**config.mk**
```make
export PLATFORM = sky130hd
export DESIGN_NAME = idx_ea_gen
export DESIGN_NICKNAME = d
export VERILOG_FILES = /design/src/rtl/ieag_pkg.sv /design/src/rtl/ieag_decode.sv /design/src/rtl/ieag_calc.sv /design/src/rtl/ieag_seq.sv /design/src/rtl/idx_ea_gen.sv
export SDC_FILE = /design/constraint.sdc
export NUM_CORES = 1
export LEC_CHECK = 0
export ABC_AREA = 1
export CORE_ASPECT_RATIO = 1.5
export CORE_MARGIN = 5
export CORE_UTILIZATION = 53
export DETAILED_ROUTE_END_ITERATION = 12
export PLACE_DENSITY = 0.94
export SYNTH_ARGS = -nofsm -noshare
export SYNTH_HDL_FRONTEND = slang
export SYNTH_HIERARCHICAL = 1
export SYNTH_SLANG_ARGS = --single-unit
export TNS_END_PERCENT = 5
```
**constraint.sdc**
```tcl
create_clock -name clk -period 11.1 [get_ports clk]
set_input_delay 2.22 -clock clk [delete_from_list [all_inputs] [get_ports clk]]
set_output_delay 2.22 -clock clk [all_outputs]
set_load 0.01 [all_outputs]
```
**src/rtl/ieag_pkg.sv**
```systemverilog
package ieag_pkg;
  localparam int AW = 16;
  localparam int BW = AW / 2;

  typedef enum logic [1:0] {K_CONST, K_ACC, K_AUTO, K_IND} kind_e;

  typedef struct packed {
    kind_e          kind;
    logic [1:0]     base;
    logic           use_acc;
    logic [1:0]     acc_sel;
    logic           pre;
    logic [3:0]     step;
    logic [AW-1:0]  offs;
  } xdec_t;
endpackage

```
**src/rtl/ieag_decode.sv**
```systemverilog
module ieag_decode
  import ieag_pkg::*;
(
  input  logic [7:0]    xb,
  input  logic [AW-1:0] ext,
  output xdec_t         dec
);
  always_comb begin
    dec      = '0;
    dec.kind = K_CONST;
    if (!xb[5]) begin
      dec.base = xb[7:6];
      dec.offs = {{(AW-5){xb[4]}}, xb[4:0]};
    end else if (xb[7:5] != 3'b111) begin
      dec.kind = K_AUTO;
      dec.base = xb[7:6];
      dec.pre  = !xb[4];
      dec.step = xb[3:0];
    end else begin
      dec.base = xb[4:3];
      if (!xb[2]) begin
        if (!xb[1]) begin
          dec.offs = {{(AW-BW){xb[0]}}, ext[BW-1:0]};
        end else begin
          dec.offs = ext;
          if (xb[0]) dec.kind = K_IND;
        end
      end else begin
        dec.use_acc = 1'b1;
        dec.acc_sel = xb[1:0];
        dec.kind    = (xb[1:0] == 2'b11) ? K_IND : K_ACC;
      end
    end
  end
endmodule

```
**src/rtl/ieag_calc.sv**
```systemverilog
module ieag_calc
  import ieag_pkg::*;
(
  input  xdec_t         dec,
  input  logic [AW-1:0] reg_x,
  input  logic [AW-1:0] reg_y,
  input  logic [AW-1:0] reg_sp,
  input  logic [AW-1:0] pc_next,
  input  logic [BW-1:0] acc_a,
  input  logic [BW-1:0] acc_b,
  output logic [AW-1:0] addr,
  output logic          wb_req,
  output logic [AW-1:0] wb_val
);
  logic [AW-1:0] bv, av, delta, moved;

  always_comb begin
    case (dec.base)
      2'b00:   bv = reg_x;
      2'b01:   bv = reg_y;
      2'b10:   bv = reg_sp;
      default: bv = pc_next;
    endcase
    case (dec.acc_sel)
      2'b00:   av = {{(AW-BW){1'b0}}, acc_a};
      2'b01:   av = {{(AW-BW){1'b0}}, acc_b};
      default: av = {acc_a, acc_b};
    endcase
    delta = dec.step[3] ? {{(AW-4){1'b1}}, dec.step}
                        : {{(AW-4){1'b0}}, dec.step} + 1'b1;
    moved = bv + delta;
    if (dec.kind == K_AUTO) begin
      addr   = dec.pre ? moved : bv;
      wb_req = 1'b1;
    end else begin
      addr   = bv + (dec.use_acc ? av : dec.offs);
      wb_req = 1'b0;
    end
    wb_val = moved;
  end


  always_comb begin
    auto_base_chk: assert (dec.kind != K_AUTO || dec.base != 2'b11);
  end
endmodule

```
**src/rtl/ieag_seq.sv**
```systemverilog
module ieag_seq
  import ieag_pkg::*;
(
  input  logic          clk,
  input  logic          rst_n,
  input  logic          req_valid,
  output logic          req_ready,
  input  logic          lea,
  input  logic [1:0]    dst,
  input  kind_e         kind,
  input  logic [1:0]    base,
  input  logic [AW-1:0] addr,
  input  logic          wb_req,
  input  logic [AW-1:0] wb_val_in,
  output logic          mem_req,
  output logic [AW-1:0] mem_addr,
  input  logic          mem_valid,
  input  logic [BW-1:0] mem_data,
  output logic          done,
  output logic [AW-1:0] ea,
  output logic          illegal,
  output logic          wb_en,
  output logic [1:0]    wb_sel,
  output logic [AW-1:0] wb_val
);
  typedef enum logic [1:0] {S_IDLE, S_HI, S_LO, S_DONE} st_e;
  st_e st;
  logic [AW-1:0] ea_q, ptr_q, wbv_q;
  logic [BW-1:0] hi_q;
  logic          lea_q, ill_q, wbr_q;
  logic [1:0]    dst_q, base_q;
  logic          take, bad;

  assign req_ready = (st == S_IDLE);
  assign take      = req_valid && req_ready;
  assign bad       = lea && (kind == K_IND || dst == 2'b11);

  always_ff @(posedge clk) begin
    if (!rst_n) begin
      st <= S_IDLE;
      ea_q <= '0; ptr_q <= '0; wbv_q <= '0; hi_q <= '0;
      lea_q <= 1'b0; ill_q <= 1'b0; wbr_q <= 1'b0;
      dst_q <= '0; base_q <= '0;
    end else begin
      case (st)
        S_IDLE: if (take) begin
          ea_q   <= addr;
          ptr_q  <= addr;
          wbv_q  <= wb_val_in;
          wbr_q  <= wb_req;
          lea_q  <= lea;
          ill_q  <= bad;
          dst_q  <= dst;
          base_q <= base;
          st     <= (kind == K_IND && !bad) ? S_HI : S_DONE;
        end
        S_HI: if (mem_valid) begin
          hi_q <= mem_data;
          st   <= S_LO;
        end
        S_LO: if (mem_valid) begin
          ea_q <= {hi_q, mem_data};
          st   <= S_DONE;
        end
        default: st <= S_IDLE;
      endcase
    end
  end

  assign mem_req  = (st == S_HI) || (st == S_LO);
  assign mem_addr = (st == S_LO) ? ptr_q + 1'b1 : ptr_q;
  assign done     = (st == S_DONE);
  assign ea       = ea_q;
  assign illegal  = done && ill_q;
  assign wb_en    = done && !ill_q && (lea_q || wbr_q);
  assign wb_sel   = lea_q ? dst_q : base_q;
  assign wb_val   = lea_q ? ea_q : wbv_q;


  addr_hold_chk: assert property (@(posedge clk) disable iff (!rst_n)
    (mem_req && !mem_valid) |=> (mem_req && $stable(mem_addr)));

  second_read_chk: assert property (@(posedge clk) disable iff (!rst_n)
    (st == S_HI && mem_valid) |=> (mem_req && mem_addr == $past(mem_addr) + 1'b1));

  done_pulse_chk: assert property (@(posedge clk) disable iff (!rst_n)
    done |=> (!done && req_ready));

  illegal_nowb_chk: assert property (@(posedge clk) disable iff (!rst_n)
    illegal |-> (!wb_en && !mem_req));

  wb_sel_chk: assert property (@(posedge clk) disable iff (!rst_n)
    wb_en |-> (wb_sel != 2'b11));
endmodule

```
**src/rtl/idx_ea_gen.sv**
```systemverilog
module idx_ea_gen
  import ieag_pkg::*;
(
  input  logic          clk,
  input  logic          rst_n,
  input  logic          req_valid,
  output logic          req_ready,
  input  logic [7:0]    req_xb,
  input  logic [15:0]   req_ext,
  input  logic          req_lea,
  input  logic [1:0]    req_dst,
  input  logic [15:0]   reg_x,
  input  logic [15:0]   reg_y,
  input  logic [15:0]   reg_sp,
  input  logic [15:0]   pc_next,
  input  logic [7:0]    acc_a,
  input  logic [7:0]    acc_b,
  output logic          mem_req,
  output logic [15:0]   mem_addr,
  input  logic          mem_valid,
  input  logic [7:0]    mem_data,
  output logic          done,
  output logic [15:0]   ea,
  output logic          illegal,
  output logic          wb_en,
  output logic [1:0]    wb_sel,
  output logic [15:0]   wb_val
);
  xdec_t         dec;
  logic [AW-1:0] c_addr, c_wbv;
  logic          c_wbr;

  ieag_decode u_dec (.xb(req_xb), .ext(req_ext), .dec(dec));

  ieag_calc u_calc (
    .dec(dec), .reg_x(reg_x), .reg_y(reg_y), .reg_sp(reg_sp),
    .pc_next(pc_next), .acc_a(acc_a), .acc_b(acc_b),
    .addr(c_addr), .wb_req(c_wbr), .wb_val(c_wbv)
  );

  ieag_seq u_seq (
    .clk(clk), .rst_n(rst_n), .req_valid(req_valid), .req_ready(req_ready),
    .lea(req_lea), .dst(req_dst), .kind(dec.kind), .base(dec.base),
    .addr(c_addr), .wb_req(c_wbr), .wb_val_in(c_wbv),
    .mem_req(mem_req), .mem_addr(mem_addr), .mem_valid(mem_valid),
    .mem_data(mem_data), .done(done), .ea(ea), .illegal(illegal),
    .wb_en(wb_en), .wb_sel(wb_sel), .wb_val(wb_val)
  );
endmodule

```
== Word-level counts from Yosys, hierarchy flattened ==
Cells that the tools add are included.

* Logic and storage cells: 81
* Input port bits: 119
* Register bits after elaboration: 65
* Output and inout port bits: 55

* $add $sub $neg: 4
* Equal/unequal tests: 14
* Reductions and logical operators: 20
* Muxes and demuxes: 33

{| class="wikitable"
|+ Operators by type and width
! kind !! number
|-
| 2-to-1 mux 16 bit || 12
|-
| one-hot mux 16 bit (2 select lines) || 2
|-
| one-hot mux 16 bit (3 select lines) || 1
|-
| adder 16 bit || 2
|-
| 2-to-1 mux 2 bit || 11
|-
| adder 16 x 1 -> 16 bit (second input constant) || 1
|-
| equality test 2 bit (second input constant) || 7
|-
| 2-to-1 mux 8 bit || 1
|-
| equality test 2 x 1 -> 1 bit (second input constant) || 3
|-
| logical AND 1 bit || 6
|-
| zero test 2 bit || 3
|-
| 2-to-1 mux 3 bit || 2
|-
| != test 2 bit (second input constant) || 3
|-
| one-hot mux 2 bit (3 select lines) || 1
|-
| AND reduction 3 bit || 2
|-
| adder 4 x 1 -> 5 bit (second input constant) || 1
|-
| 2-to-1 mux 5 bit || 1
|-
| 2-to-1 mux 4 bit || 1
|-
| AND reduction 2 bit || 2
|-
| zero test 1 bit || 3
|-
| logical OR 1 bit || 3
|-
| != test 3 bit (second input constant) || 1
|-
| nonzero test 2 bit || 1
|-
| 2-to-1 mux 1 bit || 1
|}

== Depth between registers and ports, before layout ==
* Depth in word-level cells: 13
* Mapped depth: 27
* Mapped depth without buffers: 26

== Cells and area by module ==
Netlist, hierarchy kept.

{| class="wikitable"
|+ Modules (own cells, without submodules)
! module !! seq. area each (um2) !! cells an instance !! area an instance (um2) !! instances
|-
| ieag_calc || 0.0 || 595 || 3210.6 || 1
|-
| ieag_seq || 1301.2 || 461 || 3115.5 || 1
|-
| ieag_decode || 0.0 || 78 || 354.1 || 1
|}

== Least setup slack after synthesis ==
Ideal clock, no wire load.

* Path type: input -> register
* Start: input port req_xb[5]
* End: register u_seq.ea_q[8] (netlist: u_seq/ea[8])
* Arrival time: 4.904 ns
* Cell stages on the path: 22
* Buffers on the path: 2
* Slack: 6.080 ns
* Library setup time: 0.116 ns
* Cells stage by stage: buf_6 > nand3_4 > nand2_1 > nor2_1 > buf_4 > xnor2_1 > ha_1 > fa_1 > nand3_2 > nand2_2 > nand2_2 > inv_2 > nand2_1 > nand2_1 > xor2_1 > nand2_1 > nand2_1 > nand2_1 > nand2_1 > nand2_1 > nor2_1 > nor2_1

{| class="wikitable"
|+ RTL lines
! what !! RTL line !! source
|-
| from (decl) || idx_ea_gen.sv:8 || <nowiki>input logic [7:0] req_xb,</nowiki>
|-
| to (signal assigned) || ieag_seq.sv:47 || <nowiki>ea_q <= addr;</nowiki>
|-
| to (signal assigned) || ieag_seq.sv:62 || <nowiki>ea_q <= {hi_q, mem_data};</nowiki>
|-
| to (decl) || ieag_seq.sv:28 || <nowiki>logic [AW-1:0] ea_q, ptr_q, wbv_q;</nowiki>
|}

==> reports/metrics.cfg <==
[status]
outcome=completed

[global_routing]
grt_pass1_wl_mm=36.7
grt_pass1_vias=7734
grt_max_degree=63
overflow=0
grtUsageTotal_pct=30.5
antenna_found_initial=0

[cts]
clk_latency_ns=0.33
cts_tree=done
clock-sinks=65
htree_levels=3
numCtsBuffers=9
cts_setup_buffers=0
cts_hold_buf=0
clkTransAtPathRegs_ns=0.05
cts_resized=0
cts_buffer_depth=2
cts_root_buffer=clkbuf_16

[job]
maxCapViolCount=0

[timing]
slew_viol_final=0
min_period_ns=6.11
skew_ns=0.00348
tightestPinTransition_ns=1.22
hold_violations=0
setup_tns_ns=0
slew_headroom_pct=18.3
fmax_ghz=0.164
final.period_utilization_pct=55.1
setup_viol=0
timing.final.ws_setup_ns=4.99
rsz0062_at_grt=false

[cells_and_area]
register_area_um2=1300
num_antenna_cells=0
fin_util_pct=69.6
nets=1431
layout-drive-gt1-share_pct=8.02
area_growth_pct=29.7
multi_input_area_um2=4650
fin_area_um2=8670
n_fill_cell=1041

[setup_path]
r2r_slack_ns=9.09
critPathCaptureType=register
crit-reg2reg-launch=u_seq/st[0]
r2r-end=u_seq/ea[5]
crit_path_start_kind=primary input
crit_required_ns=11.32
r2r_cells=9
crit_fanout=16
critPathKind=primary input to register
arrival_ns=6.33

[placement]
io_buffer_count=173
place_hpwl_mm=18.3
post-place-ws_ns=4.80
place.gp.congestion=1.01
dpl_cell_area_um2=8390

[synth]
synth-edff-count=0
netlist_area_um2=6680
ys_seq_area_share_pct=19.5
yosysWarningCount=6
yosysUniqueCellTypes=46
synthFlopType=dfxtp_1
synth_seq_cells=65
syn_inst=1134
avgSynthCellArea_um2=5.89
async_flop_share_pct=0
synth_nets=1285

[floorplanning]
dieArea_um2=15000
die_y_um=148
die_w_um=102
start_util_pct=53.7
core_area_um2=12400
std_cell_rows=50
io_pins=174

[route]
drtPass1Iterations=6
avgRoutedWirePerCell_um=16.0
drtAntennaViolNets=0
vias_per_cell=5.59
routed_wl_mm=23.1
drt_iter0_markers=502
drcViolationCount=0
via_count=8049

[hold_path]
hold_path_depth=2
hold_path_class=register to register
min_from=u_seq/wbv_q[9]
hold-path-endpoint=u_seq/wbv_q[9]

[power_and_ir_drop]
totalPowerFinal_mw=1.42
max-vdd-ir-drop_mv=0.0823
power_leakage_nw=4.20
p_per_area_nw_per_um2=164

per-stage QoR:
step	hold WS (ns)	cells
3_5_place_dp	0.439	1425
4_1_cts	0.447	1441
6_report	0.449	1441
2_1_floorplan	0.424	1134
3_3_place_gp	0.435	1425
5_1_grt	0.459	1441
synth_stat cells, types with 2 or more instances:
cell type	count	share of area, %
o21bai_1	2	0.22
inv_2	9	0.51
nand2_2	18	1.7
inv_4	3	0.28
buf_2	10	0.75
clkinv_1	2	0.11
nor2_2	6	0.56
nand3_1	77	5.8
nand2_1	347	19
nand2_4	10	1.7
or2_4	2	0.26
xnor2_1	7	0.92
and3_1	3	0.28
nand3_2	10	1.5
o21ai_0	123	9.2
nor2_1	112	6.3
nand3b_1	3	0.34
xor2_2	3	0.73
nor3_2	2	0.30
buf_4	3	0.34
o22ai_1	4	0.37
ha_1	30	5.6
a31oi_1	3	0.28
o21ai_1	7	0.52
o21a_1	2	0.22
xor2_1	12	1.6
fa_1	2	0.60
nand4_2	3	0.56
inv_1	110	6.2
dfxtp_1	65	19
a21oi_1	69	5.2
nor3_1	9	0.67
clkbuf_1	21	1.2
nand4_1	9	0.84
a21o_1	5	0.56
buf_6	9	1.5
or2_2	4	0.37
nor2_4	10	1.7
placed cells by master (no fill, tap or decap), types with 3 or more instances in the layout:
cell type,synthesis,final
xnor2_1,7,7
buf_4,3,5
o22ai_1,4,4
nand3b_1,3,3
nor2_4,10,10
nand4_1,9,9
nor3_1,9,9
xor2_2,3,3
clkbuf_16,0,9
a21o_1,5,5
nand4_2,3,3
ha_1,30,30
nor2_2,6,6
o21ai_1,7,7
clkinv_2,0,3
a21oi_1,69,69
nand2_4,10,10
dfxtp_1,65,65
and3_1,3,3
o21ai_0,123,123
inv_1,110,110
nor2_1,112,112
clkdlybuf4s50_1,0,173
nand3_1,77,77
nand2_2,18,18
a31oi_1,3,3
inv_4,3,3
or2_2,4,4
xor2_1,12,12
inv_2,9,9
nand2_1,347,347
nand3_2,10,10
cell families after synthesis:
| group | synth area share, % |
|---|---|
| simple gates | 43.0 |
| xor+xnor | 3.22 |
| flops | 19.5 |
| compound gates | 17.3 |
| fa+ha+maj | 6.22 |
| buf+inv | 10.9 |
layout make-up:
cell class	count	area share (%)
timing repair buffer	178	20.4
inverter	124	5.46
multi-input combinational	902	53.7
clock buffer	13	3.00
tap	156	2.25
sequential	65	15.0
clock inverter	3	0.173
sequential cells by signal, indices dropped and copies added (netlist names):
register and count:
u_seq/base_q 2, u_seq/dst_q 2, u_seq/ea 16, u_seq/hi_q 8
u_seq/ill_q 1, u_seq/lea_q 1, u_seq/ptr_q 16, u_seq/st 2
u_seq/wbr_q 1, u_seq/wbv_q 16
critical path, cell delays in order:
cell and delay, ns:
clkdlybuf4s50_1 0.66, nand3_4 0.19, nor2_1 0.66, inv_1 0.45, a21oi_1 0.21, o21ai_0 0.13
nand2_1 0.11, ha_1 0.19, fa_1 0.23, nand3_1 0.14, nand2_1 0.13, nand3_2 0.09
nand2_1 0.13, nand2_1 0.08, nand2_1 0.06, nand2_1 0.05, nand3_1 0.11, nand2_1 0.13
nand2_1 0.09, nand2_1 0.05, nor2_1 0.13, nor2_1 0.08
routing by layer:
metal  part of all wire (%)  track usage [%]
met1                     35             32.0
met3                    6.7             3.49
met5                      0                0
met4                    7.0             19.8
met2                     51             55.5
worst max-delay path by stage:
stage	startpoint	to	cells after the start
2_1_floorplan	req_xb[5]	u_seq/ea[8]	22
3_3_place_gp	req_xb[5]	u_seq/ea[8]	22
3_5_place_dp	req_xb[5]	u_seq/ea[8]	22
4_1_cts	req_xb[5]	u_seq/ea[8]	22
5_1_grt	req_xb[5]	u_seq/ea[8]	22
6_report	req_xb[5]	u_seq/ea[8]	22
power by group:
part | internal (mW) | total [mW] | switching [mW]
logic | 0.325 | 0.791 | 0.466
registers | 0.308 | 0.370 | 0.0620
clock network | 0.162 | 0.259 | 0.0973
total | 0.795 | 1.42 | 0.626
Power figures use the tool's default switching activity.
